<file path="src/rtl/rfpad_pkg.sv">
package rfpad_pkg;
  typedef enum logic {
    PAD_OUT = 1'b0,
    PAD_IN  = 1'b1
  } pad_state_e;

  localparam int unsigned SYNC_STAGES_DEF = 2;
endpackage

</file>
<file path="src/rtl/rfpad_rst_sync.sv">
module rfpad_rst_sync #(
  parameter int unsigned STAGES = 2
) (
  input  logic clk,
  input  logic rst_n,
  output logic rst_n_sync
);
  logic [STAGES-1:0] chain_q;
  logic [STAGES-1:0] chain_d;

  always_comb begin
    chain_d = {chain_q[STAGES-2:0], 1'b1};
  end

  always_ff @(posedge clk or negedge rst_n) begin
    if (!rst_n) chain_q <= '0;
    else        chain_q <= chain_d;
  end

  assign rst_n_sync = chain_q[STAGES-1];
endmodule

</file>
<file path="src/rtl/rfpad_bit_sync.sv">
module rfpad_bit_sync #(
  parameter int unsigned STAGES = 2
) (
  input  logic clk,
  input  logic rst_n,
  input  logic d_i,
  output logic q_o
);
  logic [STAGES-1:0] stage_q;
  logic [STAGES-1:0] stage_d;

  generate
    if (STAGES == 1) begin : g_one
      always_comb stage_d = d_i;
    end else begin : g_many
      always_comb stage_d = {stage_q[STAGES-2:0], d_i};
    end
  endgenerate

  always_ff @(posedge clk or negedge rst_n) begin
    if (!rst_n) stage_q <= '0;
    else        stage_q <= stage_d;
  end

  assign q_o = stage_q[STAGES-1];
endmodule

</file>
<file path="src/rtl/rfpad_ctrl.sv">
module rfpad_ctrl
  import rfpad_pkg::*;
#(
  parameter int unsigned ACC_W = 8
) (
  input  logic             clk,
  input  logic             rst_n,
  input  logic             sat_s_i,
  input  logic             locked_i,
  input  logic             rx_en_i,
  input  logic [ACC_W-1:0] acc_i,
  input  logic [ACC_W-1:0] thresh_i,
  input  logic [ACC_W-1:0] pad_cfg_i,
  output logic             gain_hi_o,
  output logic             load_o,
  output logic             unlock_o,
  output logic [ACC_W-1:0] preset_o,
  output logic [ACC_W-1:0] pad_atten_o
);
  pad_state_e       pad_q, pad_d;
  logic             load_q;
  logic             engage;
  logic             below_thr;
  logic             preset_en;
  logic [ACC_W-1:0] preset_q;

  assign below_thr = (acc_i < thresh_i);

  always_comb begin
    pad_d  = pad_q;
    engage = 1'b0;
    if (!rx_en_i) begin
      pad_d = PAD_OUT;
    end else if (!locked_i) begin
      if (pad_q == PAD_OUT) begin
        if (sat_s_i) begin
          pad_d  = PAD_IN;
          engage = 1'b1;
        end
      end else if (!load_q && below_thr) begin
        pad_d = PAD_OUT;
      end
    end
  end

  assign preset_en = engage;

  always_ff @(posedge clk or negedge rst_n) begin
    if (!rst_n) begin
      pad_q    <= PAD_OUT;
      load_q   <= 1'b0;
      preset_q <= '0;
    end else begin
      pad_q  <= pad_d;
      load_q <= engage;
      if (preset_en) preset_q <= thresh_i;
    end
  end

  assign gain_hi_o   = (pad_q == PAD_OUT);
  assign load_o      = load_q;
  assign unlock_o    = load_q;
  assign preset_o    = preset_q;
  assign pad_atten_o = (pad_q == PAD_IN) ? pad_cfg_i : '0;
endmodule

</file>
<file path="src/rtl/rx_gain_pad_ctrl.sv">
module rx_gain_pad_ctrl
  import rfpad_pkg::*;
#(
  parameter int unsigned ACC_W       = 8,
  parameter int unsigned SYNC_STAGES = SYNC_STAGES_DEF
) (
  input  logic             clk,
  input  logic             rst_n,
  input  logic             sat_det_i,
  input  logic             agc_locked_i,
  input  logic             rx_en_i,
  input  logic [ACC_W-1:0] atten_acc_i,
  input  logic [ACC_W-1:0] pad_atten_cfg_i,
  input  logic [ACC_W-1:0] thresh_cfg_i,
  output logic             gain_hi_o,
  output logic             acc_load_o,
  output logic [ACC_W-1:0] acc_preset_o,
  output logic             agc_unlock_o,
  output logic [ACC_W-1:0] pad_atten_o
);
  logic rst_n_int;
  logic sat_s;

  rfpad_rst_sync #(.STAGES(2)) i_rst_sync (
    .clk        (clk),
    .rst_n      (rst_n),
    .rst_n_sync (rst_n_int)
  );

  rfpad_bit_sync #(.STAGES(SYNC_STAGES)) i_sat_sync (
    .clk   (clk),
    .rst_n (rst_n_int),
    .d_i   (sat_det_i),
    .q_o   (sat_s)
  );

  rfpad_ctrl #(.ACC_W(ACC_W)) i_ctrl (
    .clk         (clk),
    .rst_n       (rst_n_int),
    .sat_s_i     (sat_s),
    .locked_i    (agc_locked_i),
    .rx_en_i     (rx_en_i),
    .acc_i       (atten_acc_i),
    .thresh_i    (thresh_cfg_i),
    .pad_cfg_i   (pad_atten_cfg_i),
    .gain_hi_o   (gain_hi_o),
    .load_o      (acc_load_o),
    .unlock_o    (agc_unlock_o),
    .preset_o    (acc_preset_o),
    .pad_atten_o (pad_atten_o)
  );
endmodule

</file>
<file path="config.mk">
export PLATFORM = sky130hd
export DESIGN_NAME = rx_gain_pad_ctrl
export DESIGN_NICKNAME = d
export VERILOG_FILES = /design/src/rtl/rfpad_pkg.sv /design/src/rtl/rfpad_rst_sync.sv /design/src/rtl/rfpad_bit_sync.sv /design/src/rtl/rfpad_ctrl.sv /design/src/rtl/rx_gain_pad_ctrl.sv
export SDC_FILE = /design/constraint.sdc
export NUM_CORES = 1
export LEC_CHECK = 0
export ABC_AREA = 1
export BUFFER_PORTS_ARGS = -buffer_cell sky130_fd_sc_hd__buf_4
export CAP_MARGIN = 5
export CORE_MARGIN = 2
export CORE_UTILIZATION = 40
export DETAILED_ROUTE_END_ITERATION = 8
export GPL_TIMING_DRIVEN = 1
export PLACE_DENSITY = 0.76
export SLEW_MARGIN = 20
export SYNTH_ARGS = -nofsm -noshare
export SYNTH_HDL_FRONTEND = slang
export SYNTH_SLANG_ARGS = --single-unit
</file>
<file path="constraint.sdc">
create_clock -name clk -period 0.81 [get_ports clk]
set_input_delay 0.1215 -clock clk [delete_from_list [all_inputs] [get_ports clk]]
set_output_delay 0.1215 -clock clk [all_outputs]
set_load 0.02 [all_outputs]
</file>
==> impl_metrics.csv, run 1 <==
group,metric,value,unit
placement,dp.cells,176,
synth,synthSimpleGateAreaFrac,18.5,%
placement,gp_congestion,0.692,
floorplanning,ioPinCount,48,
detailed_routing,drtIter0Drc,1,
detailed_routing,wl,2340,um
cells_and_area,postLayoutCoreUtil,82.2,%
floorplanning,row_count,16,
power,fin_total_pwr,2.32,mW
synth,syn-cell-area,792,um^2
synth,syn_inst,94,
timing,rsz0062_at_grt,"true",
floorplanning,fp.dieH,48.5,um
timing,tightest_slew,0.517,ns
setup_path,required,0.69,ns
cells_and_area,n_antenna_cell,0,
synth,synth-seq-cells,14,
clock_tree,cts-htree-levels,1,
detailed_routing,via_per_inst,4.46,
setup_path,critPathLaunchType,"flip-flop",
global_routing,grt_pass1_vias,853,
synth,synthMuxAreaShare,0,%
global_routing,antenna_found_initial,0,
clock_tree,cts.path.max_buffers,2,
detailed_routing,drtPass1Iterations,4,
cells_and_area,final_common_cell,"buf_4",
synth,yosys_warnings,0,
setup_path,cp.arrival,1.07,ns
cells_and_area,num-nets-final,204,
setup_path,endpoint_kind,"output pin",
power,p_leak,0.841,nW
synth,synth_xor_area_share,0,%
job,maxCapViolations,0,
timing,clock.fmax,838,MHz
clock_tree,root_buffer,"clkbuf_4",
placement,io_buffers,47,
timing,finalSetupViolCount,29,
detailed_routing,vias,860,
synth,syn_nets,130,
placement,place_area,1350,um^2
clock_tree,cts_sinks,14,
setup_path,path_max_fanout,9,
detailed_routing,drc,0,
placement,dp_hpwl,1600,um
setup_path,worstSetupPathType,"reg2out",
timing,fin_worst_skew,0.00542,ns
cells_and_area,area_delta_synth_final,99.5,%
floorplanning,core-area,1920,um^2
synth,synth_compound_area_share,11.8,%
timing,finalMaxSlewViolations,0,
global_routing,grtUsageTotal,20.5,%
cells_and_area,design_area,1580,um^2
timing,period_minus_slack,1.19,ns
cells_and_area,layout-drive-gt1-share,74.1,%
clock_tree,cts_tree,"built",
global_routing,grt_max_degree,13,
power,p_per_area,1470,nW/um^2
floorplanning,die_area,2350,um^2
synth,avgSynthCellArea,8.43,um^2
global_routing,grt_pass1_wl,3640,um
detailed_routing,ant_nets,0,
status,status,"complete, but fails checks",
detailed_routing,wl_per_cell,12.1,um
placement,pre_cts_slack,-0.279,ns
timing,slew_headroom,65.6,%
timing,tns,-7.49,ns
synth,ys_types,17,
cells_and_area,instances_no_fill,193,
timing,period_share,147,%
timing,hold_viol_final,0,
synth,synthAdderAreaFrac,11.1,%
synth,seq_area_frac_synth,44.2,%
global_routing,grt_overflow,0,
clock_tree,clkTransAtPathRegs,0.08,ns
clock_tree,insertion_delay,0.27,ns
status,violations,"setup timing",
cells_and_area,layout_common_cells,"buf_4 (56), nand2_1 (16), dfrtp_1 (14), nand2_2 (13), buf_6 (13)",
clock_tree,cts_inserted_buffers,3,
floorplanning,die_w,48.5,um
floorplanning,start_util,41.2,%
hold_path,hp-class,"in2reg",
synth,synth_top_family_by_area,"simple AND/OR/NAND/NOR gates",
timing,fin_ws,-0.384,ns
power,peakVddDrop,0.00112,V
timing,whs,0.132,ns
## area by class of cell
cell class / count / area, um^2
multi-input combinational: 55 / 468
sequential: 14 / 350
clock buffer: 3 / 22.5
inverter: 23 / 119
fill: 124 / 342
tap: 27 / 33.8
timing repair buffer: 71 / 587
## critical path, stage by stage (launching register included)
cell     delay, ns
dfrtp_1       0.39
buf_6         0.14
nand2_1       0.09
inv_2         0.03
buf_4         0.14
## power breakdown
part	total (mW)	switching [mW]	internal, mW	leakage, nW
logic	1.07	0.473	0.595	0.654
registers	0.873	0.0801	0.793	0.173
clock network	0.383	0.211	0.172	0.0138
total	2.32	0.763	1.56	0.841
## kinds of logic (layout without fill, tap and decap cells)
family / Yosys count / count (layout)
buffers and inverters: 26 / 97
AO/OA/AOI/OAI: 13 / 13
flip-flops: 14 / 14
adder cells (fa/ha/maj): 7 / 7
other: 1 / 1
AND/OR/NAND/NOR: 33 / 34
## sequential cells by signal, indices dropped and copies added, names as in the netlist
signal,count
i_ctrl.preset_o,8
i_rst_sync.chain_q,2
i_sat_sync.stage_q,2
i_ctrl.load_o,1
i_ctrl.pad_q,1
## what timing repair did
| item | in CTS | in global routing |
|---|---|---|
| resized for setup | 22 | 7 |
| setup endpoints to repair | 29 | 29 |
| hold endpoints to repair | 3 | 0 |
| hold buffers | 2 | 0 |
| cloned | 1 | 0 |
| setup buffers | 8 | 3 |
| pin swaps | 1 | 1 |
## cell usage after synthesis
library cell,number,area share [%]
a21oi_1,4,2.5
buf_2,1,0.63
buf_4,1,0.95
buf_6,1,1.4
conb_1,1,0.47
dfrtp_1,14,44
ha_1,7,11
inv_1,19,9.0
inv_2,4,1.9
nand2_1,26,12
nand2_2,3,2.4
nand3_1,1,0.63
nand3_4,1,2.2
nor2_1,2,0.95
o21a_1,1,0.95
o21ai_0,1,0.63
o21ai_2,7,7.7
## per-layer routing
layer	global-route usage, %	share of wire, %	vias to the layer above
met5	0	0	-
met4	7.14	0	0
met3	4.01	7.1	0
met2	42.6	58	38
met1	19.6	35	396
li1	-	-	426
## path summary, 6_finish.rpt
kind                                        from               endpoint  slack, ns  cells after the start
max reg2reg                         i_ctrl.pad_q     i_ctrl.preset_o[7]      -0.33                      7
min reg2reg                i_rst_sync.chain_q[1]     i_ctrl.preset_o[5]       0.21                      0
min in group asynchronous                  rst_n  i_rst_sync.chain_q[0]       0.18                      2
max                                 i_ctrl.pad_q         pad_atten_o[2]      -0.38                      4
max in group asynchronous  i_rst_sync.chain_q[1]          i_ctrl.load_o       0.26                      0
min                                 agc_locked_i           i_ctrl.pad_q       0.13                      3
No activity file was read; power rests on OpenSTA's default activity.
==> run 2: changes to the inputs <==
--- a/config.mk
+++ b/config.mk
@@ -8,7 +8,6 @@
 export ABC_AREA = 1
 export BUFFER_PORTS_ARGS = -buffer_cell sky130_fd_sc_hd__buf_4
 export CAP_MARGIN = 5
-export CORE_MARGIN = 2
 export CORE_UTILIZATION = 40
 export DETAILED_ROUTE_END_ITERATION = 8
 export GPL_TIMING_DRIVEN = 1
==> run 2 against run 1 <==
- the flow still finishes with violations (setup timing)
- via count grew 11%
- final cell count up 2.1%
- combinational power is 10% higher
- register-to-register slack worse by 0.07 ns
- clock skew shrank 0.00090 ns
- die area shrank 8.1%
- non-clock buffer count grew 5
- setup slack lost 0.049 ns
- global-route usage rose by 6.3 points
- routed wire length grew 31%
- sequential power is 1% lower
- largest power group unchanged
- highest routed layer is now met4
==> impl_metrics.csv, run 2 (same netlist as run 1, synthesis figures left out) <==
group,metric,value,unit
status,status,"complete, but fails checks",
status,violations,"setup timing",
setup_path,required,0.69,ns
clock_tree,root_buffer,"clkbuf_4",
global_routing,grt_max_degree,13,
cells_and_area,num-nets-final,209,
timing,hold_viol_final,0,
global_routing,grt_pass1_vias,913,
timing,finalSetupViolCount,29,
detailed_routing,ant_nets,0,
timing,period_minus_slack,1.24,ns
global_routing,grt_pass1_wl,3950,um
clock_tree,cts.path.max_buffers,2,
cells_and_area,largest_reg_flops,8,
floorplanning,core-area,1780,um^2
setup_path,slowest_delay,0.40,ns
timing,tns,-8.48,ns
setup_path,endpoint_kind,"output pin",
power,peakVddDrop,0.00145,V
timing,clock.fmax,805,MHz
hold_path,holdPathEnd,"i_ctrl.pad_q",
detailed_routing,wl,3070,um
global_routing,antenna_found_initial,0,
power,fin_total_pwr,2.57,mW
placement,dp.cells,175,
hold_path,hp-class,"in2reg",
floorplanning,row_count,15,
placement,gp_congestion,0.686,
detailed_routing,drc,0,
cells_and_area,instances_no_fill,197,
timing,fin_ws,-0.433,ns
setup_path,worstSetupPathType,"reg2out",
clock_tree,cts-htree-levels,1,
cells_and_area,n_antenna_cell,0,
cells_and_area,postLayoutCoreUtil,91.3,%
setup_path,r2r_cells,7,
global_routing,use_met3,1.96,%
power,p_per_area,1580,nW/um^2
hold_path,holdPathStages,3,
clock_tree,clkTransAtPathRegs,0.09,ns
setup_path,path_buf_inv,3,
clock_tree,insertion_delay,0.29,ns
timing,fin_worst_skew,0.00452,ns
detailed_routing,wl_per_cell,15.6,um
job,maxCapViolations,0,
placement,dp_hpwl,1680,um
floorplanning,start_util,44.4,%
global_routing,grtUsageTotal,26.9,%
setup_path,path_max_fanout,9,
floorplanning,die_w,46.5,um
floorplanning,die_area,2160,um^2
floorplanning,fp.dieH,46.5,um
global_routing,use_met2,49.2,%
hold_path,min_from,"agc_locked_i",
setup_path,critical-path-top-delay-family,"flip-flops",
clock_tree,cts_tree,"built",
setup_path,crit_path_top_delay_cell,"dfrtp_1",
placement,place_area,1360,um^2
setup_path,r2r_start,"i_ctrl.pad_q",
setup_path,r2r-end,"i_ctrl.preset_o[5]",
setup_path,critPathLaunchType,"flip-flop",
cells_and_area,layout_common_cells,"buf_4 (61), nand2_2 (15), dfrtp_1 (14), nand2_1 (13), buf_6 (13)",
cells_and_area,final_common_cell,"buf_4",
placement,io_buffers,47,
floorplanning,ioPinCount,48,
detailed_routing,drtPass1Iterations,4,
timing,rsz0062_at_grt,"true",
timing,period_share,153,%
detailed_routing,drtIter0Drc,19,
detailed_routing,via_per_inst,4.84,
cells_and_area,fillCellCount,75,
clock_tree,cts_inserted_buffers,3,
cells_and_area,design_area,1630,um^2
setup_path,reg2reg_slack,-0.40,ns
setup_path,cp.arrival,1.12,ns
global_routing,grt_overflow,0,
global_routing,grt_use_met1,31.8,%
global_routing,busiest_layer,"met2",
clock_tree,cts_sinks,14,
cells_and_area,area_delta_synth_final,106,%
detailed_routing,vias,953,
cells_and_area,layout-drive-gt1-share,75.6,%
setup_path,worstPathCellList,"buf_6 -> nand2_1 -> inv_2 -> buf_4",
power,p_leak,0.876,nW
timing,finalMaxSlewViolations,0,
[run 2: changes by cell type in the layout (fill, tap and decap cells not counted), sizes merged]
cell    delta
buf        +5
clkbuf     +1
[run 2: worst max-delay path by stage]
stage	startpoint	to	slack [ns]	cells past startpoint
6_report	i_ctrl.pad_q	pad_atten_o[2]	-0.43	4
3_5_place_dp	thresh_cfg_i[1]	i_ctrl.pad_q	-0.29	11
5_1_grt	i_ctrl.pad_q	pad_atten_o[2]	-0.47	4
3_3_place_gp	thresh_cfg_i[1]	i_ctrl.pad_q	-0.26	11
2_1_floorplan	i_ctrl.pad_q	i_ctrl.preset_o[5]	-0.24	7
4_1_cts	i_ctrl.pad_q	pad_atten_o[2]	-0.39	4
[run 2: layout make-up]
cell class	instances	area, um^2	share of cell area [%]
flip-flops and latches	14	350	21.5
clock buffers	4	36.3	2.23
well taps	25	31.3	1.92
multi-input cells	55	469	28.8
inverters	23	116	7.15
repair buffers	76	624	38.4
[run 2: per-layer routing]
metal	wire length (um)	part of all wire (%)	vias to the layer above
li1	-	-	440
met1	1150	37	445
met2	1640	53	60
met3	225	7.3	8
met4	59	1.9	0
met5	0	0	-
[run 2: what timing repair did]
item,4_1_cts,5_1_grt
hold buffers,2,0
setup buffers,10,5
endpoints found under the hold margin,3,0
endpoints found under the setup margin,29,29
cloned,1,0
gates resized for setup,24,4
pin swaps,1,1
[run 2: worst register-to-register path: cells and delay by family (launching register included)]
family	cells	cell delay, ns
AO/OA/AOI/OAI	1	0.07
buffers and inverters	3	0.27
flip-flops	1	0.40
AND/OR/NAND/NOR	3	0.36
[run 2: metrics by stage]
step                hold slack, ns  worst slack [ns]
global route                0.0969            -0.471
CTS                          0.101            -0.389
floorplan                   -0.174            -0.242
detailed placement         -0.0908            -0.291
global placement           -0.0948            -0.261
finish                      0.0993            -0.433
[run 2: report_power, final]
group / leakage, nW / total (mW) / internal [mW] / switching [mW]
registers: 0.173 / 0.863 / 0.793 / 0.0698
clock network: 0.0210 / 0.527 / 0.274 / 0.253
logic: 0.681 / 1.18 / 0.643 / 0.535
total: 0.876 / 2.57 / 1.71 / 0.858
==> run 3: changes to the inputs <==
--- a/config.mk
+++ b/config.mk
@@ -11,8 +11,11 @@
 export CORE_UTILIZATION = 40
 export DETAILED_ROUTE_END_ITERATION = 8
 export GPL_TIMING_DRIVEN = 1
+export HOLD_SLACK_MARGIN = 0.1
 export PLACE_DENSITY = 0.76
+export SETUP_SLACK_MARGIN = 0.2
 export SLEW_MARGIN = 20
 export SYNTH_ARGS = -nofsm -noshare
 export SYNTH_HDL_FRONTEND = slang
 export SYNTH_SLANG_ARGS = --single-unit
+export TNS_END_PERCENT = 5
==> run 3 against run 2 <==
- the flow still finishes with violations (setup timing)
- design area shrank 9.8%
- utilization shrank 9.0 points
- routed wire length shrank 20%
==> impl_metrics.csv, run 3 (same netlist as run 1, synthesis figures left out) <==
group,metric,value,unit
clock_tree,cts.path.max_buffers,2,
setup_path,worstPathCellList,"buf_6 -> nand2_2 -> inv_2 -> buf_6",
setup_path,r2r_cells,7,
global_routing,grt_pass1_wl,3450,um
detailed_routing,wl,2460,um
setup_path,required,0.69,ns
detailed_routing,wl_per_cell,13.3,um
job,maxCapViolations,0,
cells_and_area,instances_no_fill,185,
power,peakVddDrop,0.00102,V
cells_and_area,n_antenna_cell,0,
power,p_per_area,1550,nW/um^2
setup_path,critPathLaunchType,"flip-flop",
cells_and_area,area_delta_synth_final,85.3,%
setup_path,crit_path_top_delay_cell,"dfrtp_1",
cells_and_area,final_common_cell,"buf_4",
cells_and_area,largest_reg_flops,8,
timing,clock.fmax,815,MHz
timing,period_share,151,%
clock_tree,cts-htree-levels,1,
timing,finalMaxSlewViolations,0,
floorplanning,row_count,15,
floorplanning,die_w,46.5,um
setup_path,path_buf_inv,3,
timing,whs,0.0515,ns
timing,hold_viol_final,0,
clock_tree,holdBufCountCts,2,
setup_path,endpoint_kind,"output pin",
cells_and_area,postLayoutCoreUtil,82.3,%
placement,dp_hpwl,1540,um
setup_path,crit_top_cell,"buf_6",
hold_path,hp-class,"in2reg",
hold_path,holdPathStages,3,
clock_tree,root_buffer,"clkbuf_4",
cells_and_area,design_area,1470,um^2
detailed_routing,ant_nets,0,
floorplanning,ioPinCount,48,
status,status,"complete, but fails checks",
detailed_routing,drtPass1Iterations,4,
detailed_routing,drc,0,
detailed_routing,vias,867,
detailed_routing,drtIter0Drc,9,
setup_path,worstSetupPathType,"reg2out",
setup_path,cp.depth,4,
cells_and_area,layout_common_cells,"buf_4 (38), buf_6 (24), nand2_1 (18), dfrtp_1 (14), inv_1 (11)",
setup_path,cp.arrival,1.10,ns
clock_tree,insertion_delay,0.28,ns
global_routing,grtUsageTotal,23.6,%
setup_path,critical-path-top-delay-family,"flip-flops",
detailed_routing,via_per_inst,4.69,
setup_path,slowest_delay,0.44,ns
timing,finalSetupViolCount,29,
floorplanning,core-area,1780,um^2
global_routing,antenna_found_initial,0,
clock_tree,cts_tree,"built",
timing,rsz0062_at_grt,"true",
global_routing,grt_overflow,0,
clock_tree,clkTransAtPathRegs,0.09,ns
placement,place_area,1230,um^2
clock_tree,cts_inserted_buffers,3,
global_routing,grt_pass1_vias,876,
timing,fin_ws,-0.416,ns
placement,dp.cells,174,
placement,io_buffers,47,
clock_tree,cts_sinks,14,
power,p_leak,0.844,nW
timing,fin_worst_skew,0.00455,ns
floorplanning,die_area,2160,um^2
global_routing,grt_max_degree,13,
cells_and_area,num-nets-final,197,
placement,gp_congestion,0.662,
floorplanning,fp.dieH,46.5,um
status,violations,"setup timing",
cells_and_area,layout-drive-gt1-share,62.5,%
placement,pre_cts_slack,-0.323,ns
timing,period_minus_slack,1.23,ns
floorplanning,start_util,44.4,%
setup_path,path_max_fanout,5,
run 3: changes by cell type in the layout (fill, tap and decap cells not counted), moves of 2 or more:
cell / change
buf_4: -23
buf_6: +11
inv_1: +7
ha_1: +6
ha_4: -6
nand2_1: +5
nand2_2: -5
inv_4: -3
a21oi_1: +2
a21oi_2: -2
inv_2: -2
run 3: routing by layer:
layer / vias to the layer above / track usage (%) / routed length [um]
met5: - / 0 / 0
met4: 0 / 10.6 / 55
met3: 8 / 5.10 / 177
met2: 42 / 45.0 / 1360
met1: 401 / 23.6 / 859
li1: 416 / - / -
run 3: stage by stage:
| step | setup TNS, ns | total power, mW |
|---|---|---|
| 2_1_floorplan | -1.97 | 1.23 |
| 3_3_place_gp | -3.00 | 1.57 |
| 3_5_place_dp | -3.35 | 1.60 |
| 4_1_cts | -7.68 | 2.24 |
| 5_1_grt | -9.84 | 2.39 |
| 6_report | -8.42 | 2.28 |
run 3: area by class of cell:
cell class              instances  area, um^2
well taps                      25        31.3
flip-flops and latches         14         350
multi-input cells              55         380
inverters                      23        91.3
fillers                       108         315
clock buffers                   4        36.3
repair buffers                 64         578
run 3: tightest hold or removal path, stage by stage:
cell and delay (ns):
buf_4 0.08, nand2_1 0.05, nand2_1 0.05
run 3: final timing paths:
path	to	slack, ns	from
max in group asynchronous	i_ctrl.load_o	0.49	i_rst_sync.chain_q[1]
worst max-delay path	pad_atten_o[0]	-0.42	i_ctrl.pad_q
worst min-delay path	i_ctrl.preset_o[0]	0.05	thresh_cfg_i[0]
worst max register to register	i_ctrl.preset_o[0]	-0.37	i_ctrl.pad_q
min in group asynchronous	i_ctrl.preset_o[6]	0.16	i_rst_sync.chain_q[1]
worst min register to register	i_ctrl.preset_o[6]	0.16	i_rst_sync.chain_q[1]
run 3: what timing repair did:
action,in CTS,in global routing
pin swaps,2,1
resized for setup,34,14
hold endpoints to repair,4,1
endpoints found under the setup margin,29,30
setup buffers,3,0
gates cloned,2,0
run 3: power breakdown:
part	leakage, nW	total, mW	switching [mW]	internal, mW
registers	0.173	0.875	0.0820	0.793
clock network	0.0210	0.500	0.227	0.273
logic	0.650	0.901	0.426	0.475
